--- src/rtl/aud_rx_pkg.sv ---
package aud_rx_pkg;

    typedef enum logic [2:0] {
        FMT_I2S   = 3'd0,
        FMT_PCM_S = 3'd1,
        FMT_PCM_L = 3'd2,
        FMT_LJ    = 3'd3,
        FMT_RJ    = 3'd4
    } frame_e;

    localparam int BIT_LSB_FIRST = 3;
    localparam int BIT_SCK_INV   = 4;
    localparam int BIT_WS_INV    = 5;
    localparam int BIT_LOOP      = 7;

endpackage

--- src/rtl/aud_rx_sync.sv ---
module aud_rx_sync #(
    parameter int N = 3
) (
    input  logic         clk,
    input  logic         rst_n,
    input  logic [N-1:0] d_i,
    output logic [N-1:0] q_o
);

    typedef struct packed {
        logic [N-1:0] meta;
        logic [N-1:0] stable;
    } sync_t;

    sync_t s_d, s_q;

    always_comb begin
        s_d        = s_q;
        s_d.meta   = d_i;
        s_d.stable = s_q.meta;
    end

    always_ff @(posedge clk) begin
        if (!rst_n) s_q <= '0;
        else        s_q <= s_d;
    end

    assign q_o = s_q.stable;

endmodule

--- src/rtl/aud_rx_sext.sv ---
module aud_rx_sext #(
    parameter int IN_W  = 32,
    parameter int OUT_W = 32,
    parameter int LEN_W = 6
) (
    input  logic [IN_W-1:0]  raw_i,
    input  logic [LEN_W-1:0] len_i,
    input  logic             lsb_first_i,
    output logic [OUT_W-1:0] data_o
);

    logic [IN_W-1:0]  aligned;
    logic [LEN_W-1:0] sign_pos;
    logic             sign;

    // LSB-first words collect at the top of the accumulator; bring them down
    always_comb begin
        aligned  = lsb_first_i ? (raw_i >> (IN_W - int'(len_i))) : raw_i;
        sign_pos = len_i - 1'b1;
        sign     = |(aligned & (IN_W'(1) << sign_pos));
    end

    for (genvar gi = 0; gi < OUT_W; gi++) begin : g_bit
        if (gi < IN_W) begin : g_in
            assign data_o[gi] = (gi < int'(len_i)) ? aligned[gi] : sign;
        end else begin : g_ext
            assign data_o[gi] = sign;
        end
    end

endmodule

--- src/rtl/aud_ser_rx.sv ---
module aud_ser_rx
    import aud_rx_pkg::*;
#(
    parameter int MAX_W = 32,
    parameter int OUT_W = 32,
    parameter int IDX_W = 3,
    parameter int LEN_W = $clog2(MAX_W + 1)
) (
    input  logic             clk,
    input  logic             rst_n,
    input  logic             sck_i,
    input  logic             ws_i,
    input  logic             sd_i,
    input  logic             lb_sd_i,
    input  logic [7:0]       fmt_i,
    input  logic [7:0]       opt_i,
    input  logic [LEN_W-1:0] wlen_i,
    input  logic             ready_i,
    output logic             valid_o,
    output logic [OUT_W-1:0] data_o,
    output logic [IDX_W-1:0] idx_o,
    output logic             overrun_o
);

    typedef struct packed {
        logic             sck_p;   // previous decoded bit clock level
        logic             ws_p;    // word select at previous sampling edge
        logic             seen;    // at least one sampling edge since reset
        logic             arm;     // next sampling edge starts a word
        logic             busy;    // a word is being collected
        logic [LEN_W-1:0] cnt;
        logic [IDX_W-1:0] cur;
        logic [MAX_W-1:0] acc;
        logic             valid;
        logic [OUT_W-1:0] data;
        logic [IDX_W-1:0] idx;
        logic             ovr;
    } rx_t;

    rx_t s_d, s_q;

    logic             sd_sel;
    logic [2:0]       pins_s;
    logic             sck_now, ws_now, sd_now;
    logic [2:0]       code;
    logic             pcm, ev, chg;
    logic [MAX_W-1:0] shifted, raw;
    logic [OUT_W-1:0] ext;
    logic [LEN_W-1:0] wlen_c;
    logic             done, start, take;
    logic [IDX_W-1:0] start_idx, emit_idx;
    logic [LEN_W-1:0] cnt_n;
    logic             unused_cfg;

    assign unused_cfg = ^{opt_i[6:0], fmt_i[7:6]};

    assign sd_sel = opt_i[BIT_LOOP] ? lb_sd_i : sd_i;

    aud_rx_sync #(.N(3)) u_sync (
        .clk   (clk),
        .rst_n (rst_n),
        .d_i   ({sck_i, ws_i, sd_sel}),
        .q_o   (pins_s)
    );

    assign sck_now = pins_s[2] ^ fmt_i[BIT_SCK_INV];
    assign ws_now  = pins_s[1] ^ fmt_i[BIT_WS_INV];
    assign sd_now  = pins_s[0];
    assign code    = fmt_i[2:0];
    assign pcm     = (code == FMT_PCM_S) || (code == FMT_PCM_L);
    assign ev      = pcm ? (s_q.sck_p & ~sck_now) : (~s_q.sck_p & sck_now);
    assign chg     = s_q.seen && (ws_now != s_q.ws_p);
    assign shifted = fmt_i[BIT_LSB_FIRST] ? {sd_now, s_q.acc[MAX_W-1:1]}
                                          : {s_q.acc[MAX_W-2:0], sd_now};
    // right-justified words end before the bit seen with the change
    assign raw     = (code == FMT_RJ) ? s_q.acc : shifted;

    always_comb begin
        if (wlen_i == '0)                     wlen_c = LEN_W'(1);
        else if (int'(wlen_i) > MAX_W)        wlen_c = LEN_W'(MAX_W);
        else                                  wlen_c = wlen_i;
    end

    aud_rx_sext #(.IN_W(MAX_W), .OUT_W(OUT_W), .LEN_W(LEN_W)) u_sext (
        .raw_i       (raw),
        .len_i       (wlen_c),
        .lsb_first_i (fmt_i[BIT_LSB_FIRST]),
        .data_o      (ext)
    );

    always_comb begin
        s_d       = s_q;
        s_d.ovr   = 1'b0;
        s_d.sck_p = sck_now;
        done      = 1'b0;
        start     = 1'b0;
        take      = 1'b0;
        start_idx = '0;
        emit_idx  = s_q.cur;
        cnt_n     = '0;
        if (ev) begin
            s_d.seen = 1'b1;
            s_d.ws_p = ws_now;
            case (code)
                FMT_I2S: begin
                    start     = s_q.arm;
                    take      = s_q.arm | s_q.busy;
                    start_idx = s_q.cur;
                end
                FMT_LJ: begin
                    start     = chg;
                    take      = chg | s_q.busy;
                    start_idx = IDX_W'(!ws_now);
                end
                FMT_PCM_S: begin
                    start = s_q.arm;
                    take  = s_q.arm | s_q.busy;
                end
                FMT_PCM_L: begin
                    start = s_q.seen & ws_now & ~s_q.ws_p;
                    take  = start | s_q.busy;
                end
                FMT_RJ: begin
                    s_d.acc = shifted;
                    if (chg) begin
                        done     = 1'b1;
                        emit_idx = IDX_W'(!s_q.ws_p);
                    end
                end
                default: ;
            endcase
            if (take) begin
                s_d.acc  = shifted;
                s_d.arm  = 1'b0;
                cnt_n    = (start ? '0 : s_q.cnt) + 1'b1;
                emit_idx = start ? start_idx : s_q.cur;
                if (cnt_n == wlen_c) begin
                    done     = 1'b1;
                    s_d.cnt  = '0;
                    s_d.busy = pcm;
                    s_d.cur  = pcm ? emit_idx + 1'b1 : emit_idx;
                end else begin
                    s_d.busy = 1'b1;
                    s_d.cnt  = cnt_n;
                    s_d.cur  = emit_idx;
                end
            end
            if (code == FMT_I2S && chg) begin
                s_d.arm  = 1'b1;
                s_d.busy = 1'b0;
                s_d.cur  = IDX_W'(ws_now);
            end
            if (code == FMT_PCM_S && ws_now) begin
                s_d.arm  = 1'b1;
                s_d.busy = 1'b0;
            end
        end
        if (done) begin
            s_d.valid = 1'b1;
            s_d.data  = ext;
            s_d.idx   = emit_idx;
            s_d.ovr   = s_q.valid & ~ready_i;
        end else if (ready_i) begin
            s_d.valid = 1'b0;
        end
    end

    always_ff @(posedge clk) begin
        if (!rst_n) s_q <= '0;
        else        s_q <= s_d;
    end

    assign valid_o   = s_q.valid;
    assign data_o    = s_q.data;
    assign idx_o     = s_q.idx;
    assign overrun_o = s_q.ovr;

    logic signed [OUT_W-1:0] high_part;
    assign high_part = $signed(data_o) >>> (wlen_c - 1'b1);

    assert_hold_valid_R11: assert property (@(posedge clk) disable iff (!rst_n)
        (valid_o && !ready_i) |=> valid_o);

    assert_hold_data_R11: assert property (@(posedge clk) disable iff (!rst_n)
        (valid_o && !ready_i && !done) |=> $stable(data_o));

    assert_overrun_has_word_R11: assert property (@(posedge clk) disable iff (!rst_n)
        overrun_o |-> valid_o);

    assert_sign_ext_R10: assert property (@(posedge clk) disable iff (!rst_n)
        (valid_o && $stable(wlen_i)) |-> (high_part == '0 || high_part == '1));

    assert_stereo_idx_R2: assert property (@(posedge clk) disable iff (!rst_n)
        (valid_o && $stable(fmt_i) && (code == FMT_I2S || code == FMT_LJ || code == FMT_RJ))
        |-> (idx_o <= IDX_W'(1)));

    assert_reserved_silent_R12: assert property (@(posedge clk) disable iff (!rst_n)
        (code > 3'd4 && !valid_o) |=> !valid_o);

endmodule

--- config.mk ---
export PLATFORM = sky130hd
export DESIGN_NAME = aud_ser_rx
export DESIGN_NICKNAME = d
export VERILOG_FILES = /design/src/rtl/aud_rx_pkg.sv /design/src/rtl/aud_rx_sync.sv /design/src/rtl/aud_rx_sext.sv /design/src/rtl/aud_ser_rx.sv
export SDC_FILE = /design/constraint.sdc
export NUM_CORES = 1
export LEC_CHECK = 0
export BUFFER_PORTS_ARGS = -buffer_cell sky130_fd_sc_hd__buf_2
export CORE_ASPECT_RATIO = 0.9
export CORE_MARGIN = 3
export CORE_UTILIZATION = 50
export CTS_CLUSTER_DIAMETER = 80
export DETAILED_ROUTE_END_ITERATION = 7
export GPL_ROUTABILITY_DRIVEN = 1
export PLACE_DENSITY_LB_ADDON = 0.15
export REMOVE_ABC_BUFFERS = 1
export SYNTH_ARGS = -nofsm -noshare
export SYNTH_HDL_FRONTEND = slang
export SYNTH_SLANG_ARGS = --single-unit
export TNS_END_PERCENT = 5
--- constraint.sdc ---
create_clock -name clk -period 7.8 [get_ports clk]
set_clock_uncertainty 0.1 [all_clocks]
set_input_delay 1.17 -clock clk [delete_from_list [all_inputs] [get_ports clk]]
set_output_delay 1.17 -clock clk [all_outputs]
set_load 0.02 [all_outputs]
### After elaboration in Yosys (flattened, before gate mapping)

Index checks and enable logic that the tools add are counted.

* multiplexer cells: 65
* equality and inequality tests: 6
* div/mod/pow operators: 0
* bitwise operators: 15
* $mul: 0
* reduce and logical (&&, ||, !) cells: 19
* shifts and indexed selects: 2
* order comparisons: 33
* $add $sub $neg: 4

Operators with widths (count)
* $mux 32: 4
* $lt 5x6->1 const A: 16
* $lt 4x6->1 const A: 8
* $mux 1: 43
* $mux 43: 1
* $and 32x32->32: 1
* $reduce_or 32->1: 1
* $shl 1x6->32 const A: 1
* $shr 32x32->32: 1
* $lt 3x6->1 const A: 4
* $mux 3: 8
* $mux 6: 3
* $lt 1x6->1 const A: 2
* $lt 2x6->1 const A: 2
* $mux 10: 1
* $reduce_and 2->1: 5
* $sub 6x6->7 const A: 1
* $add 6x1->6 const B: 1
* $eq 3x2->1 const B: 2
* $eq 6x6->1: 1
* $gt 6x6->1 const B: 1
* $logic_not 6->1: 1
* $pmux 1 s3: 2
* $pmux 3 s2: 1
* 17 further kinds: 33

* register bits after elaboration: 89
* memories: 0
* bits in read-only memories: 0
* output and inout bits: 37
* input port bits: 29
* memory bits (writable): 0
* word-level logic and storage cells: 158
* latch bits: 0

### Depth between registers and ports, before layout

Gate-level depths: netlist of the first run.

* word-level depth: 12
* gate-level depth with buffers: 24
* depth with buffers taken out: 16

### Hierarchy

Synthesis of the first run repeated with hierarchy kept, for this count alone.

* cells, all modules: 1245
* area, all modules: 9638.0 sq um

By module, submodules not included
* aud_ser_rx: cells each 680, sequential area each 1661.6 sq um, times used 1, area each 5485.3 sq um
* aud_rx_sext: cells each 553, sequential area each 0.0 sq um, times used 1, area each 3995.1 sq um
* aud_rx_sync: cells each 12, sequential area each 120.1 sq um, times used 1, area each 157.7 sq um

### Worst setup path before layout of the first run

OpenSTA, ideal clock, no wires.

* kind: input port to flip-flop
* start point: input wlen_i[5]
* end point: register s_q (netlist bit data_o[10])
* buffers on the path: 8
* slack: 1526 ps
* cell stages on the path: 21
* setup time: 141 ps
* required time: 7559 ps
* arrival: 6032 ps
* cell sequence: clkbuf_2 > inv_1 > buf_2 > o21a_1 > buf_2 > inv_4 > buf_4 > buf_4 > buf_2 > ha_1 > inv_1 > xnor2_1 > clkbuf_1 > nor2_1 > a221oi_1 > a31oi_1 > or4_1 > or4_4 > a211oi_4 > buf_6 > a31oi_1

* word-level cells in the longest chain between the ends: 9
* elaborated cells on any way between the ends: 17
* those cells by class: add/sub (2); order compare (2); eq/ne (1); shift (2); mux (7); bitwise (1); reduce/logical (2)

RTL lines
* from (decl): RTL line aud_ser_rx.sv:17 `input logic [LEN_W-1:0] wlen_i,`
* $gt 6x6->1: RTL line aud_ser_rx.sv:80 `else if (int'(wlen_i) > MAX_W) wlen_c = LEN_W'(MAX_W);`
* $mux 6: RTL line aud_ser_rx.sv:80
* $mux 6 *: RTL line aud_ser_rx.sv:79 `if (wlen_i == '0) wlen_c = LEN_W'(1);`
* $sub 6x6->7: RTL line aud_rx_sext.sv:18 `aligned = lsb_first_i ? (raw_i >> (IN_W - int'(len_i))) : raw_i;`
* $shr 32x32->32: RTL line aud_rx_sext.sv:18
* $mux 32: RTL line aud_rx_sext.sv:18
* $and 32x32->32: RTL line aud_rx_sext.sv:20 `sign = |(aligned & (IN_W'(1) << sign_pos));`
* $reduce_or 32->1: RTL line aud_rx_sext.sv:20
* $mux 1: RTL line aud_rx_sext.sv:25 `assign data_o[gi] = (gi < int'(len_i)) ? aligned[gi] : sign;`
* to (signal assigned): RTL line aud_ser_rx.sv:169 `if (!rst_n) s_q <= '0;`
* to (signal assigned): RTL line aud_ser_rx.sv:170 `else s_q <= s_d;`
* to (decl): RTL line aud_ser_rx.sv:40 `rx_t s_d, s_q;`

Mark *: on every way between the ends. The rest lies on a longest branch, timed or not.
A chain may end at the register's enable or synchronous reset.

### Worst setup path after layout of the first run

* start point: input wlen_i[3]
* end point: register s_q (netlist bit data_o[20])

The elaborated chain is that of the path after synthesis.

==> results by group, run 1 <==
CTS
  • Post-CTS setup repair buffer count: 0
  • CTS max path bufs: 2
  • CTS sink cnt: 89
  • Max H-tree Level: 3
  • # hold bufs at CTS: 0
  • CTS tree: built
  • Later-pin clock latency in the skew report: 0.36 ns
  • Post-CTS resize count: 0
  • Worst-path clk slew: 0.07 ns
  • Clk root buf: clkbuf_16
  • Num CTS Buffers: 9

Detailed routing
  • Post-route DRC: 0
  • Via count: 8887
  • Drt initial violations: 1062
  • Drt total wl: 31700 um
  • Vias per cell: 6.71
  • Drt pass-1 iters: 6
  • Routed len/inst: 23.9 um
  • ANT nets after route: 0

GRT
  • GRT Util Overall: 33.2%
  • First-pass GRT wire length: 48500 um
  • Vias in the first global route: 7766
  • Antenna violations before repair: 1
  • Grt total ovfl: 0
  • Largest net degree at the start of global routing: 64

Floorplan
  • Num rows: 45
  • Die area: 0.0190 mm^2
  • Initial cell density of the core: 51.1%
  • Chip width: 145 um
  • Total core area: 0.0169 mm^2
  • Die H: 131 um
  • I/O pin cnt: 66

Finish
  • Antenna diode count: 0
  • Post-layout nets: 1122
  • Syn-to-layout area delta: 5.56%
  • Share of layout cells above drive strength 1: 18.9%
  • Fillers: 1681

STA
  • Worst-Margin Slew: 1.01 ns
  • Tcrit/Tclk final: 81.8%
  • Top achievable clock speed: 0.157 GHz
  • Setup TNS: 0 ns
  • Final hold vios: 0
  • RSZ-0062 raised after global routing: no
  • # setup viols final: 0
  • Setup WS post-layout: 1.42 ns
  • Max Transition Viols Final: 0
  • Relative slew slack: 32.4%
  • Crit path time final: 6.38 ns

Synthesis
  • Cells after Synth: 1114
  • Adder-Cell Fraction of Synth Area: 1.15%
  • Avg Cell Area, Syn: 7.78 um^2
  • Combinational family with the most area after synthesis: compound AO/OA/AOI/OAI gates
  • Post-Synth XOR/XNOR Area: 1.31%
  • Synth Flop Type: dfxtp_1
  • Async SR Flop Fraction: 0%
  • Yosys reg bits: 89
  • Post-Syn Area: 0.00867 mm^2
  • Syn. warnings: 0
  • Post-synthesis sequential area ratio: 20.6%
  • Yosys cell types: 76
  • Compound-cell area share of the yosys netlist: 24.9%
  • Simple-gate share of the synthesized area: 21.2%
  • Post-synth EDFFs: 0
  • Mux share of post-synthesis cell area: 22.5%

Placement
  • Pre-CTS WS: 1.19 ns
  • GP Congestion: 1.03
  • Dpl hpwl: 23200 um
  • I/O Buffers: 56

Power
  • Net switching power: 0.000403 W
  • Int Power: 0.000794 W
  • Clock power frac: 37.6%
  • Sw Ratio: 33.7%
  • VDD IR max: 99.0 uV
  • LEAKAGE: 3.38 nW
  • Combinational cell fraction of total power: 23.7%
  • Cell Pwr Density: 131 mW/mm^2
  • Seq pwr share: 38.7%

Min path
  • HP Class: flop to flop

Critical path
  • Worst Path Arrival: 6.49 ns
  • Startpoint Class: input pin
  • Critical Path Fanout Max: 31
  • CP required: 7.91 ns
  • WS Path Type: input pin to flop
  • Worst setup EP type: flop

Outcome
  • Status: completed

Job
  • Max-Cap Viols: 0
-- worst paths after layout --
check                 from            end  slack, ns  cells past startpoint
max              wlen_i[3]     data_o[20]       1.42                     16
min          u_sync.s_d[2]  u_sync.q_o[2]       0.33                      1
max reg2reg  u_sync.q_o[1]     data_o[25]       2.77                     18
min reg2reg  u_sync.s_d[2]  u_sync.q_o[2]       0.33                      1
-- routing by layer --
layer  vias to the layer above  GRT usage, %  wire length, um  part of all wire (%)
met2                       445          46.5            13100                    41
met4                         0          11.5             1130                   3.6
met5                         -             0                0                     0
li1                       4097             -                -                     -
met3                        86          6.62             2890                   9.1
met1                      4259          50.3            14600                    46
-- synthesized netlist by cell type, types with 14 or more instances --
cell type / n / share of area, %
a21oi_1: 82 / 4.7
a31oi_1: 22 / 1.6
buf_4: 38 / 3.3
clkbuf_1: 66 / 2.9
dfxtp_1: 89 / 21
inv_1: 14 / 0.61
mux2_2: 44 / 5.7
mux2i_1: 88 / 10
mux4_2: 23 / 6.0
nand2_1: 115 / 5.0
nand3_1: 46 / 2.7
nor2_1: 91 / 3.9
nor3_1: 27 / 1.6
o211ai_1: 27 / 2.3
o21ai_0: 44 / 2.5
o22ai_1: 16 / 1.2
-- flip-flops by register name (all words and copies together), names as in the netlist --
| name | cells |
|---|---|
| u_sync.q_o | 3 |
| s_q | 46 |
| valid_o | 1 |
| idx_o | 3 |
| data_o | 32 |
| overrun_o | 1 |
| u_sync.s_d | 3 |
-- power groups by stage --
| stage | Sequential [W] | Combinational (W) | Clock, W |
|---|---|---|---|
| CTS | 0.000463 | 0.000276 | 0.000462 |
| global placement | 0.000474 | 0.000275 | 0 |
| detailed placement | 0.000474 | 0.000274 | 0 |
| floorplan | 0.000474 | 0.000168 | 0 |
| global route | 0.000464 | 0.000301 | 0.000476 |
| finish | 0.000464 | 0.000283 | 0.000450 |
-- placed cells by master, fill, tap and decap left out, types with 10 or more instances in the layout --
cell type  synthesis  final
nand2b_1          13     13
o22ai_1           16     16
nand4_1           12     12
nor2_1            91     91
mux4_2            23     23
nand3_1           46     46
mux2_2            44     44
nor3_1            27     26
a31oi_1           22     22
nand2_1          115    115
a211oi_1          12     12
a21oi_1           82     81
or3_1             10     10
a21oi_2            9     10
mux2i_1           88     88
a22oi_1           12     12
and2_1            13     13
inv_1             14     14
buf_4             38     32
dfxtp_1           89     89
buf_2             13     56
o211ai_1          27     27
o21ai_0           44     44
-- area by class of cell --
| type | instances | area, um^2 | share of cell area (%) |
|---|---|---|---|
| Multi-Input combinational cell | 881 | 6200 | 67.7 |
| Sequential cell | 89 | 1780 | 19.5 |
| Timing Repair Buffer | 88 | 520 | 5.69 |
| Tap cell | 235 | 294 | 3.21 |
| Clock buffer | 9 | 225 | 2.46 |
| Clock inverter | 6 | 67.6 | 0.739 |
| Inverter | 16 | 62.6 | 0.684 |
-- through the flow --
stage	cell area (um^2)	std cells	hold slack [ns]	total power [W]	util, %
after floorplan	8000	986	0.312	0.000643	-
after global placement	8860	1309	0.313	0.000749	52.3
after detailed placement	8860	1309	0.320	0.000748	52.3
after CTS	9150	1324	0.336	0.00120	54.0
after global routing	9150	1324	0.363	0.00124	54.0
final	9150	1324	0.333	0.00120	54.0
-- worst max-delay path, stage by stage --
cell and delay, ns:
buf_2 0.37, nor4_1 0.09, o21a_1 0.22, inv_4 0.06, ha_1 0.51, inv_1 0.23
xnor2_2 0.56, buf_4 0.47, nor2_1 0.16, a221oi_1 0.50, a31oi_1 0.23, or4_1 0.57
or4_4 0.56, a211oi_4 0.25, buf_4 0.37, a311oi_1 0.15
-- kinds of logic (layout without fill, tap and decap cells) --
family,Yosys count,after routing
simple gates,382,382
fa+ha+maj,8,8
compound gates,319,319
xor+xnor,13,13
buf+inv,144,119
flops,89,89
mux,159,159
(Power assumes the default switching activity.)
==> inputs of run 2 (changes only) <==
--- a/config.mk
+++ b/config.mk
@@ -5,6 +5,7 @@
 export SDC_FILE = /design/constraint.sdc
 export NUM_CORES = 1
 export LEC_CHECK = 0
+export ABC_AREA = 1
 export BUFFER_PORTS_ARGS = -buffer_cell sky130_fd_sc_hd__buf_2
 export CORE_ASPECT_RATIO = 0.9
 export CORE_MARGIN = 3
==> constraint.sdc (replaced) <==
create_clock -name clk -period 6.16 [get_ports clk]
set_clock_uncertainty 0.1 [all_clocks]
set_input_delay 0.924 -clock clk [delete_from_list [all_inputs] [get_ports clk]]
set_output_delay 0.924 -clock clk [all_outputs]
set_load 0.02 [all_outputs]
==> results by group, run 2 <==
Synthesis
  • Biggest area consumer among synthesized cells: nand2_1 (was dfxtp_1)
  • Post-Syn Area: 0.00829 mm^2 (was 0.00867 mm^2)
  • Most numerous cell in the Yosys netlist: nand2_1 (unchanged)
  • Synth area leaders: nand2_1 (24%), dfxtp_1 (21%), nand3_1 (16%), inv_1 (6.8%), a21oi_1 (6.5%) (was dfxtp_1 (21%), mux2i_1 (10%), mux4_2 (6.0%), mux2_2 (5.7%), nand2_1 (5.0%))
  • Top post-synthesis cells by count: nand2_1 (527), nand3_1 (266), inv_1 (150) (was nand2_1 (115), nor2_1 (91), dfxtp_1 (89))
  • Async SR Flop Fraction: 0% (unchanged)
  • Post-synthesis sequential area ratio: 21.5% (was 20.6%)
  • Yosys reg bits: 89 (unchanged)
  • Avg Cell Area, Syn: 5.37 um^2 (was 7.78 um^2)
  • Yosys cell types: 37 (was 76)
  • Synth top area share: 23.9% (was 20.6%)
  • Syn. warnings: 0 (unchanged)
  • Post-synth EDFFs: 0 (unchanged)
  • Synth Flop Type: dfxtp_1 (unchanged)
  • Cells after Synth: 1543 (was 1114)

STA
  • Max Transition Viols Final: 0 (unchanged)
  • RSZ-0062 raised after global routing: no (unchanged)
  • Final hold vios: 0 (unchanged)
  • Relative slew slack: 34.4% (was 32.4%)
  • Hold Slack: 0.311 ns (was 0.333 ns)
  • Worst-Margin Slew: 0.980 ns (was 1.01 ns)
  • Tcrit/Tclk final: 80.3%
  • # setup viols final: 0 (unchanged)
  • Crit path time final: 4.95 ns
  • Top achievable clock speed: 0.202 GHz

CTS
  • Post-CTS resize count: 0 (unchanged)
  • Worst-path clk slew: 0.07 ns (about the same)
  • Clk root buf: clkbuf_16 (unchanged)
  • Max H-tree Level: 3 (unchanged)
  • # hold bufs at CTS: 0 (unchanged)
  • CTS max path bufs: 2 (unchanged)
  • Post-CTS setup repair buffer count: 0 (unchanged)
  • CTS sink cnt: 89 (unchanged)
  • Later-pin clock latency in the skew report: 0.36 ns (about the same)
  • CTS tree: built (unchanged)
  • Num CTS Buffers: 9 (unchanged)

Finish
  • Share of layout cells above drive strength 1: 8.11% (was 18.9%)
  • Commonest non-fill, non-tap cells in the layout: nand2_1 (526), nand3_1 (266), inv_1 (150), nor2_1 (120), a21oi_1 (107) (was nand2_1 (115), nor2_1 (91), dfxtp_1 (89), mux2i_1 (88), a21oi_1 (81))
  • Most flops, register: s_q (unchanged)
  • Final Util: 53.3% (was 54.0%)
  • Post-layout nets: 1548 (was 1122)
  • Fin cells: 1723 (was 1324)
  • Commonest non-fill, non-tap cell in the layout: nand2_1 (unchanged)
  • Antenna diode count: 0 (unchanged)
  • Fillers: 1830 (was 1681)
  • Syn-to-layout area delta: 4.03% (was 5.56%)
  • Largest register FFs: 46 (unchanged)

Job
  • Max-Cap Viols: 0 (unchanged)

Placement
  • DP Cell Count: 1707 (was 1309)
  • GP Congestion: 1.01 (was 1.03)
  • Dpl hpwl: 18400 um (was 23200 um)
  • I/O Buffers: 56 (unchanged)

Critical path
  • Crit path capture: data_o[18] (was data_o[20])
  • Worst path slowest cell: nand2_2 (was or4_1)
  • CP required: 6.35 ns (was 7.91 ns)
  • Largest delay contributor family on the critical path: simple AND/OR/NAND/NOR gates (was buffers and inverters)
  • WS Path Type: input pin to flop (unchanged)
  • Worst setup EP type: flop (unchanged)
  • Reg2reg setup slack: 2.21 ns (was 2.77 ns)
  • Register-to-Register Path Depth: 20 (was 18)
  • Worst flop-to-flop path endpoint: data_o[18] (was data_o[25])
  • Critical Path Most Common Cell: nand2_1 (was buf_4)
  • Startpoint Class: input pin (unchanged)
  • Reg-to-Reg Start: u_sync.q_o[1] (unchanged)
  • Max incr delay on CP: 0.48 ns (was 0.57 ns)
  • Worst Setup SP: wlen_i[5] (was wlen_i[3])
  • Critical path depth: 25 (was 16)
  • Worst Path Arrival: 5.13 ns (was 6.49 ns)
  • Critical Path Fanout Max: 32 (was 31)
  • CP Buf/Inv Count: 4 (was 5)

Floorplan
  • I/O pin cnt: 66 (unchanged)
  • Total core area: 0.0162 mm^2 (was 0.0169 mm^2)
  • Chip width: 142 um (was 145 um)
  • Num rows: 44 (was 45)
  • Initial cell density of the core: 51.2% (was 51.1%)
  • Die H: 128 um (was 131 um)
  • Die area: 0.0182 mm^2 (was 0.0190 mm^2)

GRT
  • GRT Util Overall: 27.8% (was 33.2%)
  • Grt total ovfl: 0 (unchanged)
  • Antenna violations before repair: 0 (was 1)
  • Vias in the first global route: 8331 (was 7766)
  • First-pass GRT wire length: 41400 um (was 48500 um)
  • Largest net degree at the start of global routing: 65 (was 64)

Detailed routing
  • Routed len/inst: 14.6 um (was 23.9 um)
  • Drt total wl: 25100 um (was 31700 um)
  • Vias per cell: 5.50 (was 6.71)
  • Drt initial violations: 931 (was 1062)
  • Drt pass-1 iters: 6 (unchanged)
  • Via count: 9474 (was 8887)
  • ANT nets after route: 0 (unchanged)
  • Post-route DRC: 0 (unchanged)

Power
  • LEAKAGE: 4.63 nW (was 3.38 nW)
  • VDD IR max: 160 uV (was 99.0 uV)
  • Cell Pwr Density: 209 mW/mm^2 (was 131 mW/mm^2)
  • Overall power: 0.00181 W (was 0.00120 W)

Outcome
  • Status: completed (unchanged)

Min path
  • HP Class: flop to flop (unchanged)
==> run 2: layer usage <==
layer  vias to the layer above  wire, um  track usage (%)
met1                      4247     11700             38.4
met5                         -         0                0
met3                        48      1700             4.29
li1                       4842         -                -
met2                       337     11100             44.2
met4                         0       650             9.48
==> run 2: power by group <==
group | total, W | internal (W) | switching [W]
registers | 0.000609 | 0.000598 | 0.0000118
clock network | 0.000540 | 0.000277 | 0.000262
logic | 0.000658 | 0.000184 | 0.000473
==> run 2: kinds of logic (layout without fill, tap and decap cells) <==
group | count (synthesis) | after routing | share of synthesized area, %
and+or+nand+nor | 950 | 950 | 48.3
AOI/OAI and AO/OA | 207 | 207 | 12.9
xor gates and xnor gates | 10 | 10 | 1.06
buffers and inverters | 279 | 252 | 15.0
DFF | 89 | 89 | 21.5
adders and majority gates | 8 | 8 | 1.21
==> run 2: final cells by class <==
class	count	area [um^2]	share of cell area, %
Multi-Input combinational cell	1175	5280	61.2
Tap cell	207	259	3.00
Timing Repair Buffer	76	430	4.99
Clock inverter	7	52.6	0.609
Sequential cell	89	1780	20.7
Inverter	160	601	6.96
Clock buffer	9	225	2.61
==> run 2: worst register-to-register path, cell delays in order (launching register included) <==
cell     delay, ns
dfxtp_1       0.33
xor2_1        0.30
inv_1         0.17
o21ai_1       0.18
a21oi_2       0.07
nand2_1       0.08
nand2_2       0.13
nor2_1        0.21
ha_1          0.23
nand3_1       0.14
xnor2_1       0.25
nand2_1       0.08
nand2_1       0.06
nor2_1        0.05
nand2_2       0.15
nand2_1       0.09
nand2_2       0.70
buf_4         0.34
nand2_1       0.06
nand2_1       0.06
a21oi_1       0.04
==> run 2: per-stage QoR <==
step / setup TNS (ns) / instance area (um^2) / setup WS, ns
after floorplan: -1.40 / 7650 / -0.0438
after global placement: 0 / 8350 / 0.950
after detailed placement: 0 / 8350 / 0.976
after CTS: 0 / 8630 / 1.32
after global routing: 0 / 8630 / 0.780
final: 0 / 8630 / 1.21
==> run 2: worst min-delay path by stage <==
| stage | startpoint | end | slack, ns | cells past startpoint |
|---|---|---|---|---|
| 2_1_floorplan | u_sync.s_d[0] | u_sync.q_o[0] | 0.29 | 2 |
| 3_3_place_gp | u_sync.s_d[0] | u_sync.q_o[0] | 0.29 | 2 |
| 3_5_place_dp | u_sync.s_d[0] | u_sync.q_o[0] | 0.30 | 2 |
| 4_1_cts | u_sync.s_d[0] | u_sync.q_o[0] | 0.31 | 2 |
| 5_1_grt | u_sync.s_d[0] | u_sync.q_o[0] | 0.33 | 2 |
| 6_report | u_sync.s_d[0] | u_sync.q_o[0] | 0.31 | 2 |
